==> config.mk <==
export PLATFORM = sky130hd
export DESIGN_NAME = bgtile_pixgen
export DESIGN_NICKNAME = d
export VERILOG_FILES = /design/src/rtl/bgt_pkg.sv /design/src/rtl/bgt_coord.sv /design/src/rtl/bgt_chr_fetch.sv /design/src/rtl/bgt_pal_stage.sv /design/src/rtl/bgtile_pixgen.sv
export SDC_FILE = /design/constraint.sdc
export NUM_CORES = 1
export LEC_CHECK = 0
export BUFFER_PORTS_ARGS = -buffer_cell sky130_fd_sc_hd__buf_4
export CAP_MARGIN = 15
export CORE_UTILIZATION = 33
export CTS_CLUSTER_SIZE = 24
export DETAILED_ROUTE_END_ITERATION = 10
export MAX_ROUTING_LAYER = met4
export PLACE_DENSITY = 0.71
export SKIP_LAST_GASP = 1
export SYNTH_ARGS = -nofsm -noshare
export SYNTH_HDL_FRONTEND = slang
export SYNTH_SLANG_ARGS = --single-unit
==> constraint.sdc <==
create_clock -name clk -period 2.04 [get_ports clk]
set_input_delay 0.102 -clock clk [delete_from_list [all_inputs] [get_ports clk]]
set_output_delay 0.102 -clock clk [all_outputs]
set_load 0.05 [all_outputs]
==> src/rtl/bgt_pkg.sv <==
package bgt_pkg;

   localparam int unsigned BYTE_W = 8;

   // bit offset of pixel lane 'lane' in a byte; lane 0 is the leftmost
   // pixel and occupies the most significant bits
   function automatic int unsigned lane_shift(input int unsigned lane,
                                              input int unsigned bpp,
                                              input int unsigned lanes);
      return (lanes - 1 - lane) * bpp;
   endfunction

endpackage

==> src/rtl/bgt_coord.sv <==
// Stage 0: wrap the screen position into the plane and address the tile map.
module bgt_coord #(
   parameter  int unsigned PLANE_LOG2 = 9,
   parameter  int unsigned CELL_LOG2  = 3,
   parameter  int unsigned SCR_W      = 9,
   localparam int unsigned GRID_LOG2  = PLANE_LOG2 - CELL_LOG2,
   localparam int unsigned MAP_AW     = 2 * GRID_LOG2
) (
   input  logic                  clk,
   input  logic                  rst_n,
   input  logic                  in_valid,
   input  logic [SCR_W-1:0]      scr_x,
   input  logic [SCR_W-1:0]      scr_y,
   input  logic [PLANE_LOG2-1:0] scroll_x,
   input  logic [PLANE_LOG2-1:0] scroll_y,
   output logic [MAP_AW-1:0]     map_addr,
   output logic                  s1_valid,
   output logic [CELL_LOG2-1:0]  s1_row,
   output logic [CELL_LOG2-1:0]  s1_col
);

   logic [PLANE_LOG2-1:0] plane_x;
   logic [PLANE_LOG2-1:0] plane_y;

   // same-width add drops the carry: modulo-plane wrap
   assign plane_x = scroll_x + PLANE_LOG2'(scr_x);
   assign plane_y = scroll_y + PLANE_LOG2'(scr_y);

   // row-major tile grid: row index in the upper half of the address
   assign map_addr = {plane_y[PLANE_LOG2-1:CELL_LOG2],
                      plane_x[PLANE_LOG2-1:CELL_LOG2]};

   always_ff @(posedge clk or negedge rst_n) begin
      if (!rst_n) begin
         s1_valid <= 1'b0;
         s1_row   <= '0;
         s1_col   <= '0;
      end else begin
         s1_valid <= in_valid;
         s1_row   <= plane_y[CELL_LOG2-1:0];
         s1_col   <= plane_x[CELL_LOG2-1:0];
      end
   end

endmodule

==> src/rtl/bgt_chr_fetch.sv <==
// Stage 1: combine the returned code with the in-cell position into an image address.
module bgt_chr_fetch #(
   parameter  int unsigned CODE_W    = 8,
   parameter  int unsigned CELL_LOG2 = 3,
   parameter  int unsigned BPP       = 2,
   localparam int unsigned BPP_LOG2  = $clog2(BPP),
   localparam int unsigned ROWB_LOG2 = CELL_LOG2 + BPP_LOG2 - 3,
   localparam int unsigned LANE_W    = CELL_LOG2 - ROWB_LOG2,
   localparam int unsigned LANE_EW   = (LANE_W == 0) ? 1 : LANE_W,
   localparam int unsigned CHR_AW    = CODE_W + CELL_LOG2 + ROWB_LOG2
) (
   input  logic                 clk,
   input  logic                 rst_n,
   input  logic                 s1_valid,
   input  logic [CELL_LOG2-1:0] s1_row,
   input  logic [CELL_LOG2-1:0] s1_col,
   input  logic [CODE_W-1:0]    map_data,
   output logic [CHR_AW-1:0]    chr_addr,
   output logic                 s2_valid,
   output logic [CODE_W-1:0]    s2_code,
   output logic [LANE_EW-1:0]   s2_lane
);

   logic [LANE_EW-1:0] lane_next;

   // one image row spans 2^ROWB_LOG2 bytes; upper column bits pick the byte
   if (ROWB_LOG2 == 0) begin : g_one_byte_row
      assign chr_addr = {map_data, s1_row};
   end else begin : g_multi_byte_row
      assign chr_addr = {map_data, s1_row, s1_col[CELL_LOG2-1 -: ROWB_LOG2]};
   end

   // low column bits pick the lane inside the byte
   if (LANE_W == 0) begin : g_no_lane
      assign lane_next = '0;
   end else begin : g_lane
      assign lane_next = s1_col[LANE_W-1:0];
   end

   always_ff @(posedge clk or negedge rst_n) begin
      if (!rst_n) begin
         s2_valid <= 1'b0;
         s2_code  <= '0;
         s2_lane  <= '0;
      end else begin
         s2_valid <= s1_valid;
         s2_code  <= map_data;
         s2_lane  <= lane_next;
      end
   end

endmodule

==> src/rtl/bgt_pal_stage.sv <==
// Stage 2: extract the pixel index, address the palette, resolve transparency.
module bgt_pal_stage #(
   parameter  int unsigned CODE_W  = 8,
   parameter  int unsigned BPP     = 2,
   parameter  int unsigned COLOR_W = 16,
   localparam int unsigned LANES   = bgt_pkg::BYTE_W / BPP,
   localparam int unsigned LANE_W  = $clog2(LANES),
   localparam int unsigned LANE_EW = (LANE_W == 0) ? 1 : LANE_W,
   localparam int unsigned PAL_AW  = CODE_W + BPP
) (
   input  logic                      clk,
   input  logic                      rst_n,
   input  logic                      s2_valid,
   input  logic [CODE_W-1:0]         s2_code,
   input  logic [LANE_EW-1:0]        s2_lane,
   input  logic [bgt_pkg::BYTE_W-1:0] chr_data,
   output logic [PAL_AW-1:0]         pal_addr,
   input  logic [COLOR_W-1:0]        pal_data,
   input  logic [COLOR_W-1:0]        bg_color,
   output logic                      out_valid,
   output logic [COLOR_W-1:0]        out_color
);

   logic [BPP-1:0] lane_pix [LANES];
   logic [BPP-1:0] pix;
   logic           s3_valid;

   for (genvar g = 0; g < LANES; g++) begin : g_lane_split
      assign lane_pix[g] = chr_data[bgt_pkg::lane_shift(g, BPP, LANES) +: BPP];
   end

   if (LANES == 1) begin : g_single_lane
      assign pix = lane_pix[0];
   end else begin : g_lane_mux
      assign pix = lane_pix[s2_lane];
   end

   assign pal_addr = {s2_code, pix};

   always_ff @(posedge clk or negedge rst_n) begin
      if (!rst_n) s3_valid <= 1'b0;
      else        s3_valid <= s2_valid;
   end

   assign out_valid = s3_valid;
   always_comb begin
      if (!s3_valid)                out_color = '0;
      else if (pal_data[COLOR_W-1]) out_color = bg_color;
      else                          out_color = pal_data;
   end

   // an opaque palette word reaches the output untouched
   p_opaque_pass_r6: assert property (@(posedge clk) disable iff (!rst_n)
      (out_valid && !pal_data[COLOR_W-1]) |-> (out_color == pal_data));

endmodule

==> src/rtl/bgtile_pixgen.sv <==
module bgtile_pixgen #(
   parameter  int unsigned PLANE_LOG2 = 9,
   parameter  int unsigned CELL_LOG2  = 3,
   parameter  int unsigned SCR_W      = 9,
   parameter  int unsigned CODE_W     = 8,
   parameter  int unsigned BPP        = 2,
   parameter  int unsigned COLOR_W    = 16,
   localparam int unsigned BPP_LOG2   = $clog2(BPP),
   localparam int unsigned GRID_LOG2  = PLANE_LOG2 - CELL_LOG2,
   localparam int unsigned MAP_AW     = 2 * GRID_LOG2,
   localparam int unsigned ROWB_LOG2  = CELL_LOG2 + BPP_LOG2 - 3,
   localparam int unsigned LANE_W     = CELL_LOG2 - ROWB_LOG2,
   localparam int unsigned LANE_EW    = (LANE_W == 0) ? 1 : LANE_W,
   localparam int unsigned CHR_AW     = CODE_W + CELL_LOG2 + ROWB_LOG2,
   localparam int unsigned PAL_AW     = CODE_W + BPP
) (
   input  logic                  clk,
   input  logic                  rst_n,
   input  logic                  in_valid,
   input  logic [SCR_W-1:0]      scr_x,
   input  logic [SCR_W-1:0]      scr_y,
   input  logic [PLANE_LOG2-1:0] scroll_x,
   input  logic [PLANE_LOG2-1:0] scroll_y,
   input  logic [COLOR_W-1:0]    bg_color,
   output logic [MAP_AW-1:0]     map_addr,
   input  logic [CODE_W-1:0]     map_rd_data,
   output logic [CHR_AW-1:0]     chr_addr,
   input  logic [7:0]            chr_rd_data,
   output logic [PAL_AW-1:0]     pal_addr,
   input  logic [COLOR_W-1:0]    pal_rd_data,
   output logic                  out_valid,
   output logic [COLOR_W-1:0]    out_color
);

   // elaboration-time parameter checks
   if (!(BPP == 1 || BPP == 2 || BPP == 4 || BPP == 8)) begin : g_bad_bpp
      $error("bgtile_pixgen: BPP must be 1, 2, 4 or 8");
   end
   if (CELL_LOG2 + BPP_LOG2 < 3) begin : g_bad_cell
      $error("bgtile_pixgen: a cell row must fill at least one byte");
   end
   if (CELL_LOG2 >= PLANE_LOG2) begin : g_bad_plane
      $error("bgtile_pixgen: cell must be smaller than the plane");
   end
   if (SCR_W > PLANE_LOG2) begin : g_bad_scr
      $error("bgtile_pixgen: screen coordinate wider than plane coordinate");
   end
   if (COLOR_W < 2) begin : g_bad_color
      $error("bgtile_pixgen: colour needs an alpha bit and data");
   end

   logic                 s1_valid;
   logic [CELL_LOG2-1:0] s1_row;
   logic [CELL_LOG2-1:0] s1_col;
   logic                 s2_valid;
   logic [CODE_W-1:0]    s2_code;
   logic [LANE_EW-1:0]   s2_lane;

   bgt_coord #(
      .PLANE_LOG2 (PLANE_LOG2),
      .CELL_LOG2  (CELL_LOG2),
      .SCR_W      (SCR_W)
   ) u_coord (
      .clk      (clk),
      .rst_n    (rst_n),
      .in_valid (in_valid),
      .scr_x    (scr_x),
      .scr_y    (scr_y),
      .scroll_x (scroll_x),
      .scroll_y (scroll_y),
      .map_addr (map_addr),
      .s1_valid (s1_valid),
      .s1_row   (s1_row),
      .s1_col   (s1_col)
   );

   bgt_chr_fetch #(
      .CODE_W    (CODE_W),
      .CELL_LOG2 (CELL_LOG2),
      .BPP       (BPP)
   ) u_chr (
      .clk      (clk),
      .rst_n    (rst_n),
      .s1_valid (s1_valid),
      .s1_row   (s1_row),
      .s1_col   (s1_col),
      .map_data (map_rd_data),
      .chr_addr (chr_addr),
      .s2_valid (s2_valid),
      .s2_code  (s2_code),
      .s2_lane  (s2_lane)
   );

   bgt_pal_stage #(
      .CODE_W  (CODE_W),
      .BPP     (BPP),
      .COLOR_W (COLOR_W)
   ) u_pal (
      .clk       (clk),
      .rst_n     (rst_n),
      .s2_valid  (s2_valid),
      .s2_code   (s2_code),
      .s2_lane   (s2_lane),
      .chr_data  (chr_rd_data),
      .pal_addr  (pal_addr),
      .pal_data  (pal_rd_data),
      .bg_color  (bg_color),
      .out_valid (out_valid),
      .out_color (out_color)
   );

   // a valid colour always traces back to a coordinate three cycles earlier
   p_latency_r1: assert property (@(posedge clk) disable iff (!rst_n)
      out_valid |-> $past(in_valid, 3));

   // image row field follows the vertical position of the previous cycle
   p_chr_row_r3: assert property (@(posedge clk) disable iff (!rst_n)
      s1_valid |-> (chr_addr[ROWB_LOG2 +: CELL_LOG2] ==
                    $past(CELL_LOG2'(scr_y) + CELL_LOG2'(scroll_y))));

   // palette block index is the code the map returned one cycle before
   p_pal_code_r5: assert property (@(posedge clk) disable iff (!rst_n)
      s2_valid |-> (pal_addr[PAL_AW-1 -: CODE_W] == $past(map_rd_data)));

   // transparent palette word yields the fill colour
   p_bg_subst_r7: assert property (@(posedge clk) disable iff (!rst_n)
      (out_valid && pal_rd_data[COLOR_W-1]) |-> (out_color == bg_color));

   // idle slots drive zero
   p_idle_zero_r10: assert property (@(posedge clk) disable iff (!rst_n)
      !out_valid |-> (out_color == '0));

endmodule

### After elaboration in Yosys (flattened, before gate mapping)

Index checks and enable logic that the tools add are counted.

* add/sub/neg operators: 2
* multiply operators: 0
* divide/modulo/power cells: 0
* magnitude comparators: 1
* equality and inequality tests: 0
* shifts and indexed selects: 0
* multiplexer cells: 5
* bitwise operators: 1
* reductions and logical operators: 0

Operator list (count)
* 16-bit 2-to-1 mux: 2
* 9-bit adder: 2
* 2-bit binary-select mux with 2-bit select: 1
* 2-bit 2-to-1 mux: 2
* 3-bit greater-or-equal comparator, second input constant: 1
* 2-bit NOT with 3-bit output: 1

* flip-flop bits (word level): 19
* latch bits: 0
* memory bits (writable): 0
* ROM bits: 0
* input port bits: 87
* output and inout bits: 51
* word-level logic and storage cells: 16
* memories: 0

### Longest topological paths before layout

Gate-level depths: netlist of run 1.

* depth in word-level cells: 4
* gate-level depth with buffers: 7

### Hierarchy

From an unflattened synthesis of run 1, not the netlist that was laid out.

* cells, all modules: 169
* area, all modules: 1737.9 sq um

Modules (own cells, without submodules)
* bgt_coord: times used 1, cells each 101, area an instance 954.7 sq um, sequential area each 175.2 sq um
* bgt_pal_stage: times used 1, cells each 45, area an instance 417.9 sq um, sequential area each 25.0 sq um
* bgt_chr_fetch: times used 1, cells each 23, area an instance 365.4 sq um, sequential area each 275.3 sq um

### Least setup slack after synthesis of run 1

OpenSTA, ideal clock, no wires.

* path kind: reg-to-output
* from: reg u_pal.s3_valid (netlist: u_pal.out_valid)
* to: out out_color[10]
* arrival: 1.656 ns
* setup slack: 0.282 ns
* stages on the path, launching flop included: 3
* path buffers: 1
* path through: dfrtp_1 -> clkbuf_1 -> nor2b_1

* cells in the longest elaborated chain, start to end: 1

Ends and longest elaborated chain
* from (decl): line bgt_pal_stage.sv:26 `logic s3_valid;`
* from (signal assigned): line bgt_pal_stage.sv:42 `else s3_valid <= s2_valid;`
* 16-bit 2-to-1 mux: line bgt_pal_stage.sv:47 `if (!s3_valid) out_color = '0;`
* to (decl): line bgtile_pixgen.sv:32 `output logic [COLOR_W-1:0] out_color`

No other way between the ends.

### Final worst setup path of run 1

* from: in scr_y[0]
* to: out map_addr[9]

* cells in the longest elaborated chain, start to end: 1

Ends and longest elaborated chain
* from (decl): line bgtile_pixgen.sv:21 `input logic [SCR_W-1:0] scr_y,`
* 9-bit adder: line bgt_coord.sv:27 `assign plane_y = scroll_y + PLANE_LOG2'(scr_y);`
* to (decl): line bgtile_pixgen.sv:25 `output logic [MAP_AW-1:0] map_addr,`

No other way between the ends.

==> metrics.md, run 1 <==
| Metric | Value |
|---|---|
| Status | completed |
| CP Launch Point | scr_y[0] |
| Final hold vios | 0 |
| Power density over cell area | 606 mW/mm2 |
| Port bufs | 137 |
| CP max FO | 3 |
| Layout Cells excl Fill | 352 |
| Clk_lat worst skew | 0.24 ns |
| Htree depth | 1 |
| Synth Flop Type | dfrtp_1 |
| Tcrit/Tclk final | 93.4% |
| Top-count cell post-synth | buf_4 |
| Yosys reg bits | 19 |
| Main combinational cell family by area after synthesis | adder cells |
| Worst r2r path cells | 0 |
| Syn_area_per_cell | 10.4 um2 |
| Peak VDD IR | 0.268 mV |
| Largest area contributor in the netlist | dfrtp_1 |
| Mapped Area | 0.00164 mm2 |
| CTS root buf | clkbuf_8 |
| Routability cong. | 0.722 |
| Antenna violations before repair | 0 |
| RSZ-0062 raised after global routing | false |
| Critical path class | input pin to primary output |
| Synth Net Count | 263 |
| Vias in the first global route | 1460 |
| Final clock skew | 0.000147 ns |
| Fin util | 57.3% |
| Num ports | 138 |
| CTS tree | yes |
| DR iter-0 viols | 11 |
| Hold Startpoint | scroll_x[0] |
| Core footprint | 0.00475 mm2 |
| Post-route ant nets | 0 |
| Critical Path AT | 1.80 ns |
| DRT Pass-1 Iters | 4 |
| Tightest Pin Transition | 0.407 ns |
| Worst EP required | 1.94 ns |
| HP Class | input pin to register |
| R2R Setup Slk | 1.56 ns |
| Final cell area excluding filler cells | 0.00273 mm2 |
| RR Endpoint | u_pal.out_valid$_DFF_PN0_ |
| Crit path capture type | primary output |
| TritonCTS Buffers | 3 |
| Synth Area in XOR/XNOR | 7.49% |
| DRC viols | 0 |
| Clock Path Buffers | 2 |
| Post-synth ARST share | 100% |
| Worst setup path endpoint | map_addr[9] |
| Rel. slew slack | 72.8% |
| Simple-Gate Fraction of Synth Area | 11.8% |
| DIE AREA | 0.00525 mm2 |
| Synth cell types | 26 |
| Vias per inst | 4.41 |
| Post-synthesis sequential area ratio | 29.0% |
| Area share of fa/ha/maj cells after synthesis | 14.7% |
| Final slew viol count | 0 |
| Worst-path clk slew | 0.06 ns |
| FMAX | 525 MHz |
| Post-synthesis compound-gate area fraction | 12.7% |
| RR Startpoint | u_chr.s2_valid$_DFF_PN0_ |
| DP HPWL | 3610 um |
| LEAKAGE | 1.40 nW |
| Ant. Diodes | 0 |
| Min Tclk post-route | 1.91 ns |
| Pre-CTS setup slack | 0.113 ns |
| Gr ovfl total | 0 |
| Worst Slack Setup Final | 0.135 ns |
| Initial Utilization | 34.4% |
| FP Rows | 25 |
| WL/cell | 12.2 um |
| Clock sink count | 19 |
| Max Cap Violations | 0 |
| Final #Nets | 391 |
| Die Wd | 72.5 um |
| Synth Instances | 158 |
| Via count | 1554 |
| # Post-CTS Setup Buffers | 0 |
| Hold Slack | 0.0770 ns |
| Yosys warning count | 0 |
| Die Y | 72.5 um |
| Mux contribution to synthesized area | 13.1% |
| Layout cell share with drive strength beyond 1 | 52.6% |
| Global-route wire length before repair | 6260 um |
| Largest net degree at the start of global routing | 20 |
| Placed insts | 338 |
| Synth top cells by count | 23 x buf_4, 19 x dfrtp_1, 17 x mux2i_1, 17 x nor2b_1, 16 x ha_1 |
| Final wirelength | 4290 um |
| Area Overhead vs Synth | 66.5% |
| Total power | 1.65 mW |
| Number of synthesized flops with an enable pin | 0 |
| Tot GR Track Use | 15.5% |
| Placement-stage cell area | 0.00257 mm2 |
| Post-synth top area share | 29.0% |
| Setup Total Neg Slack | 0 ns |
| Largest cells by area after synthesis | dfrtp_1 29%, ha_1 12%, buf_4 11%, mux2i_1 10%, nor2b_1 6.5% |
| Worst setup SP type | input pin |
| # setup viols final | 0 |
| Fillcell total | 451 |
==> how the worst min path moves through the flow <==
stage / end / depth (start not counted)
finish: u_coord.s1_col[0]$_DFF_PN0_ / 2
CTS: u_coord.s1_col[0]$_DFF_PN0_ / 2
global route: u_coord.s1_col[0]$_DFF_PN0_ / 2
global placement: u_chr.s2_code[5]$_DFF_PN0_ / 1
detailed placement: u_chr.s2_valid$_DFF_PN0_ / 1
floorplan: u_chr.s2_code[0]$_DFF_PN0_ / 0
==> sequential cells by signal (all words and copies together) (netlist names) <==
| register | cells |
|---|---|
| u_chr.s2_valid | 1 |
| u_chr.s2_lane | 2 |
| u_coord.s1_col | 3 |
| u_coord.s1_row | 3 |
| u_chr.s2_code | 8 |
| u_pal.out_valid | 1 |
| u_coord.s1_valid | 1 |
==> layout make-up <==
type                    count  area [um2]  area share [%]
repair buffers            147        1130            41.4
multi-input cells         113         986            36.2
flip-flops and latches     19         475            17.4
well taps                  67        83.8            3.07
clock buffers               4        45.0            1.65
inverters                   2        7.51           0.275
==> metal layers <==
metal	vias up	share of wire, %	track usage (%)	wire [um]
met3	2	10	2.36	449
met5	-	0	-	0
met2	79	50	29.0	2130
li1	791	-	-	-
met1	682	39	17.2	1680
met4	0	0.58	3.92	25
==> power by group <==
part | internal (mW) | switching [mW]
clock network | 0.138 | 0.106
registers | 0.410 | 0.0141
logic | 0.385 | 0.599
==> cell families after synthesis <==
group / after synthesis
compound gates: 28
xor+xnor: 14
fa+ha+maj: 18
flops: 19
simple gates: 34
mux: 19
buf+inv: 26
==> critical path: stages <==
cell	delay [ns]
buf_4	0.11
ha_1	0.24
fa_1	0.41
a21o_2	0.23
a21oi_2	0.21
o21ai_0	0.14
xor2_1	0.15
buf_4	0.21
==> placed cells by master, fill, tap and decap left out <==
cell             n
buf_4          137
dfrtp_1         19
nor2b_1         17
mux2i_1         17
ha_1            16
xnor2_1         10
dlygate4sd3_1   10
nand2_1          8
a21oi_1          8
o21ai_0          4
nor3_1           4
xor2_1           4
clkbuf_8         3
a21o_2           2
o21a_1           2
o31ai_2          2
nand3_1          2
and4b_1          2
a211oi_2         2
inv_1            2
a221oi_1         2
o21bai_1         2
a21o_1           2
mux4_2           2
fa_1             2
a21oi_2          1
a21oi_4          1
and3_1           1
clkbuf_1         1
==> timing repair <==
item	in CTS	in global routing
hold buffers	10	0
resized for setup	0	1
hold endpoints to repair	28	0
setup endpoints to repair	0	1
(Power assumes the default switching activity.)
==> inputs of run 2 (changes only) <==
--- a/config.mk
+++ b/config.mk
@@ -12,7 +12,9 @@
 export DETAILED_ROUTE_END_ITERATION = 10
 export MAX_ROUTING_LAYER = met4
 export PLACE_DENSITY = 0.71
+export SETUP_SLACK_MARGIN = 0.4
 export SKIP_LAST_GASP = 1
+export SLEW_MARGIN = 20
 export SYNTH_ARGS = -nofsm -noshare
 export SYNTH_HDL_FRONTEND = slang
 export SYNTH_SLANG_ARGS = --single-unit
==> run 2 against run 1 <==
Final cell count up 2.0%. Global-route usage is 1.7 points higher. Utilization rose by 3.9 points. Wire length up 5.4%. Die area did not move. Via count increased by 4.6%. Sequential share of layout area is 1.1 points lower. Sequential cell count unchanged. Worst hold slack got worse by 0.0090 ns. Fmax up 15%. Critical path type unchanged. Largest cell class unchanged.
==> metrics.md, run 2 (synthesis gave the netlist of run 1 again) <==
| Metric | Value |
|---|---|
| Placement-stage cell area | 0.00262 mm2 (was 0.00257 mm2) |
| Clk_lat worst skew | 0.24 ns (about the same) |
| Critical Path AT | 1.55 ns (was 1.80 ns) |
| Cell Chain, Critical Path | buf_6 -> ha_4 -> fa_2 -> a21o_4 -> a21oi_4 -> o31ai_2 -> xnor2_1 -> buf_4 (was buf_4 -> ha_1 -> fa_1 -> a21o_2 -> a21oi_2 -> o21ai_0 -> xor2_1 -> buf_4) |
| Die Y | 72.5 um (unchanged) |
| Clock sink count | 19 (unchanged) |
| CP delay by family, top | adder cells (unchanged) |
| FMAX | 606 MHz (was 525 MHz) |
| RR Endpoint | u_chr.s2_lane[1]$_DFF_PN0_ (was u_pal.out_valid$_DFF_PN0_) |
| Power density over cell area | 589 mW/mm2 (was 606 mW/mm2) |
| # setup viols final | 0 (unchanged) |
| Num ports | 138 (unchanged) |
| Tot GR Track Use | 17.3% (was 15.5%) |
| Max Cap Violations | 0 (unchanged) |
| Largest register FFs | 8 (unchanged) |
| CTS tree | yes (unchanged) |
| HP Class | input pin to register (unchanged) |
| Via count | 1625 (was 1554) |
| Tightest Pin Transition | 0.412 ns (was 0.407 ns) |
| Final #Nets | 398 (was 391) |
| R2R Setup Slk | 1.57 ns (was 1.56 ns) |
| RSZ-0062 raised after global routing | true (was false) |
| Ant. Diodes | 0 (unchanged) |
| Largest net degree at the start of global routing | 20 (unchanged) |
| DRC viols | 0 (unchanged) |
| Slowest cell on crit path | fa_2 (was fa_1) |
| Worst setup SP type | input pin (unchanged) |
| DRT Pass-1 Iters | 3 (was 4) |
| Gr ovfl total | 0 (unchanged) |
| Core footprint | 0.00475 mm2 (unchanged) |
| Worst r2r path cells | 0 (unchanged) |
| Htree depth | 1 (unchanged) |
| DR iter-0 viols | 11 (unchanged) |
| Hold Slack | 0.0680 ns (was 0.0770 ns) |
| Min Tclk post-route | 1.65 ns (was 1.91 ns) |
| Clock Path Buffers | 2 (unchanged) |
| Worst-case hold path end point | u_coord.s1_row[0]$_DFF_PN0_ (was u_coord.s1_col[0]$_DFF_PN0_) |
| Peak VDD IR | 0.267 mV (was 0.268 mV) |
| Tcrit/Tclk final | 80.9% (was 93.4%) |
| FP Rows | 25 (unchanged) |
| Global-route wire length before repair | 6920 um (was 6260 um) |
| Port bufs | 137 (unchanged) |
| DIE AREA | 0.00525 mm2 (unchanged) |
| Routability cong. | 0.791 (was 0.722) |
| Crit path capture type | primary output (unchanged) |
| Rel. slew slack | 72.5% (was 72.8%) |
| Most frequent cells in the layout | 138 x buf_4, 19 x dfrtp_1, 17 x mux2i_1 (was 137 x buf_4, 19 x dfrtp_1, 17 x nor2b_1, 17 x mux2i_1, 16 x ha_1) |
| Critical Path Max Stage Delay | 0.35 ns (was 0.41 ns) |
| Setup Total Neg Slack | 0 ns (unchanged) |
| CTS root buf | clkbuf_8 (unchanged) |
| Final cell area excluding filler cells | 0.00291 mm2 (was 0.00273 mm2) |
| CP max FO | 3 (unchanged) |
| Final clock skew | 0.000712 ns (was 0.000147 ns) |
| TritonCTS Buffers | 3 (unchanged) |
| Initial Utilization | 34.4% (unchanged) |
| Post-route ant nets | 0 (unchanged) |
| Vias per inst | 4.53 (was 4.41) |
| Die Wd | 72.5 um (unchanged) |
| Final hold vios | 0 (unchanged) |
| Most common cell after layout, fill and taps aside | buf_4 (unchanged) |
| Vias in the first global route | 1530 (was 1460) |
| Area Overhead vs Synth | 77.8% (was 66.5%) |
| Worst EP required | 1.94 ns (about the same) |
| DP HPWL | 3630 um (was 3610 um) |
| Critical path class | input pin to primary output (unchanged) |
| Layout cell share with drive strength beyond 1 | 61.3% (was 52.6%) |
| Hold Startpoint | scr_y[0] (was scroll_x[0]) |
| WL/cell | 12.6 um (was 12.2 um) |
| LEAKAGE | 1.46 nW (was 1.40 nW) |
| Final slew viol count | 0 (unchanged) |
| Top reg by flops | u_chr.s2_code (unchanged) |
| Crit path buf inv count | 2 (unchanged) |
| Regs by FF count | u_chr.s2_code (8), u_coord.s1_col (3), u_coord.s1_row (3) (unchanged) |
| Status | completed (unchanged) |
| RR Startpoint | u_coord.s1_col[1]$_DFF_PN0_ (was u_chr.s2_valid$_DFF_PN0_) |
| WHS Path Cells | 2 (unchanged) |
| Antenna violations before repair | 0 (unchanged) |
| Worst-path clk slew | 0.06 ns (about the same) |
| Final wirelength | 4520 um (was 4290 um) |
-- run 2: final cells by class --
cell class,count,area (um2)
clock buffer,4,45.0
fill,422,1840
inverter,2,7.51
multi-input combinational,113,1100
sequential,19,475
tap,67,83.8
timing repair buffer,154,1200
-- run 2: routing by layer --
metal	vias to the layer above	global-route usage [%]	wire length [um]	part of all wire, %
li1	807	-	-	-
met1	738	19.4	1720	38
met2	78	31.8	2370	52
met3	2	2.50	403	8.9
met4	0	4.58	27	0.60
met5	-	-	0	0
-- run 2: report_power, final --
group          switching, mW  total (mW)  internal, mW
Clock                  0.106       0.245         0.138
Combinational          0.625        1.05         0.423
Sequential            0.0145       0.424         0.410
Total                  0.746        1.72         0.971
-- run 2: what timing repair did --
item | in CTS | in global routing
gates resized for setup | 13 | 10
hold buffers | 10 | 0
endpoints found under the hold margin | 28 | 0
pin swaps | 14 | 9
endpoints found under the setup margin | 6 | 10
setup buffers | 6 | 1
-- run 2: stage by stage --
step / std cells / worst slack (ns) / power [mW] / utilization (%)
CTS: 358 / 0.363 / 1.71 / 60.2
floorplan: 158 / 0.427 / 1.16 / -
global placement: 338 / 0.241 / 1.41 / 55.1
finish: 359 / 0.390 / 1.72 / 61.3
global route: 359 / 0.332 / 1.81 / 61.3
detailed placement: 338 / 0.228 / 1.42 / 55.1
-- run 2: worst max-delay path by stage --
stage,from,endpoint,slack (ns),depth (start not counted)
2_1_floorplan,scr_x[0],map_addr[3],0.43,7
3_3_place_gp,scr_x[0],map_addr[3],0.24,8
3_5_place_dp,scr_x[0],map_addr[3],0.23,8
4_1_cts,scroll_x[0],map_addr[3],0.36,8
5_1_grt,scroll_x[0],map_addr[5],0.33,8
6_report,scroll_x[0],map_addr[5],0.39,8
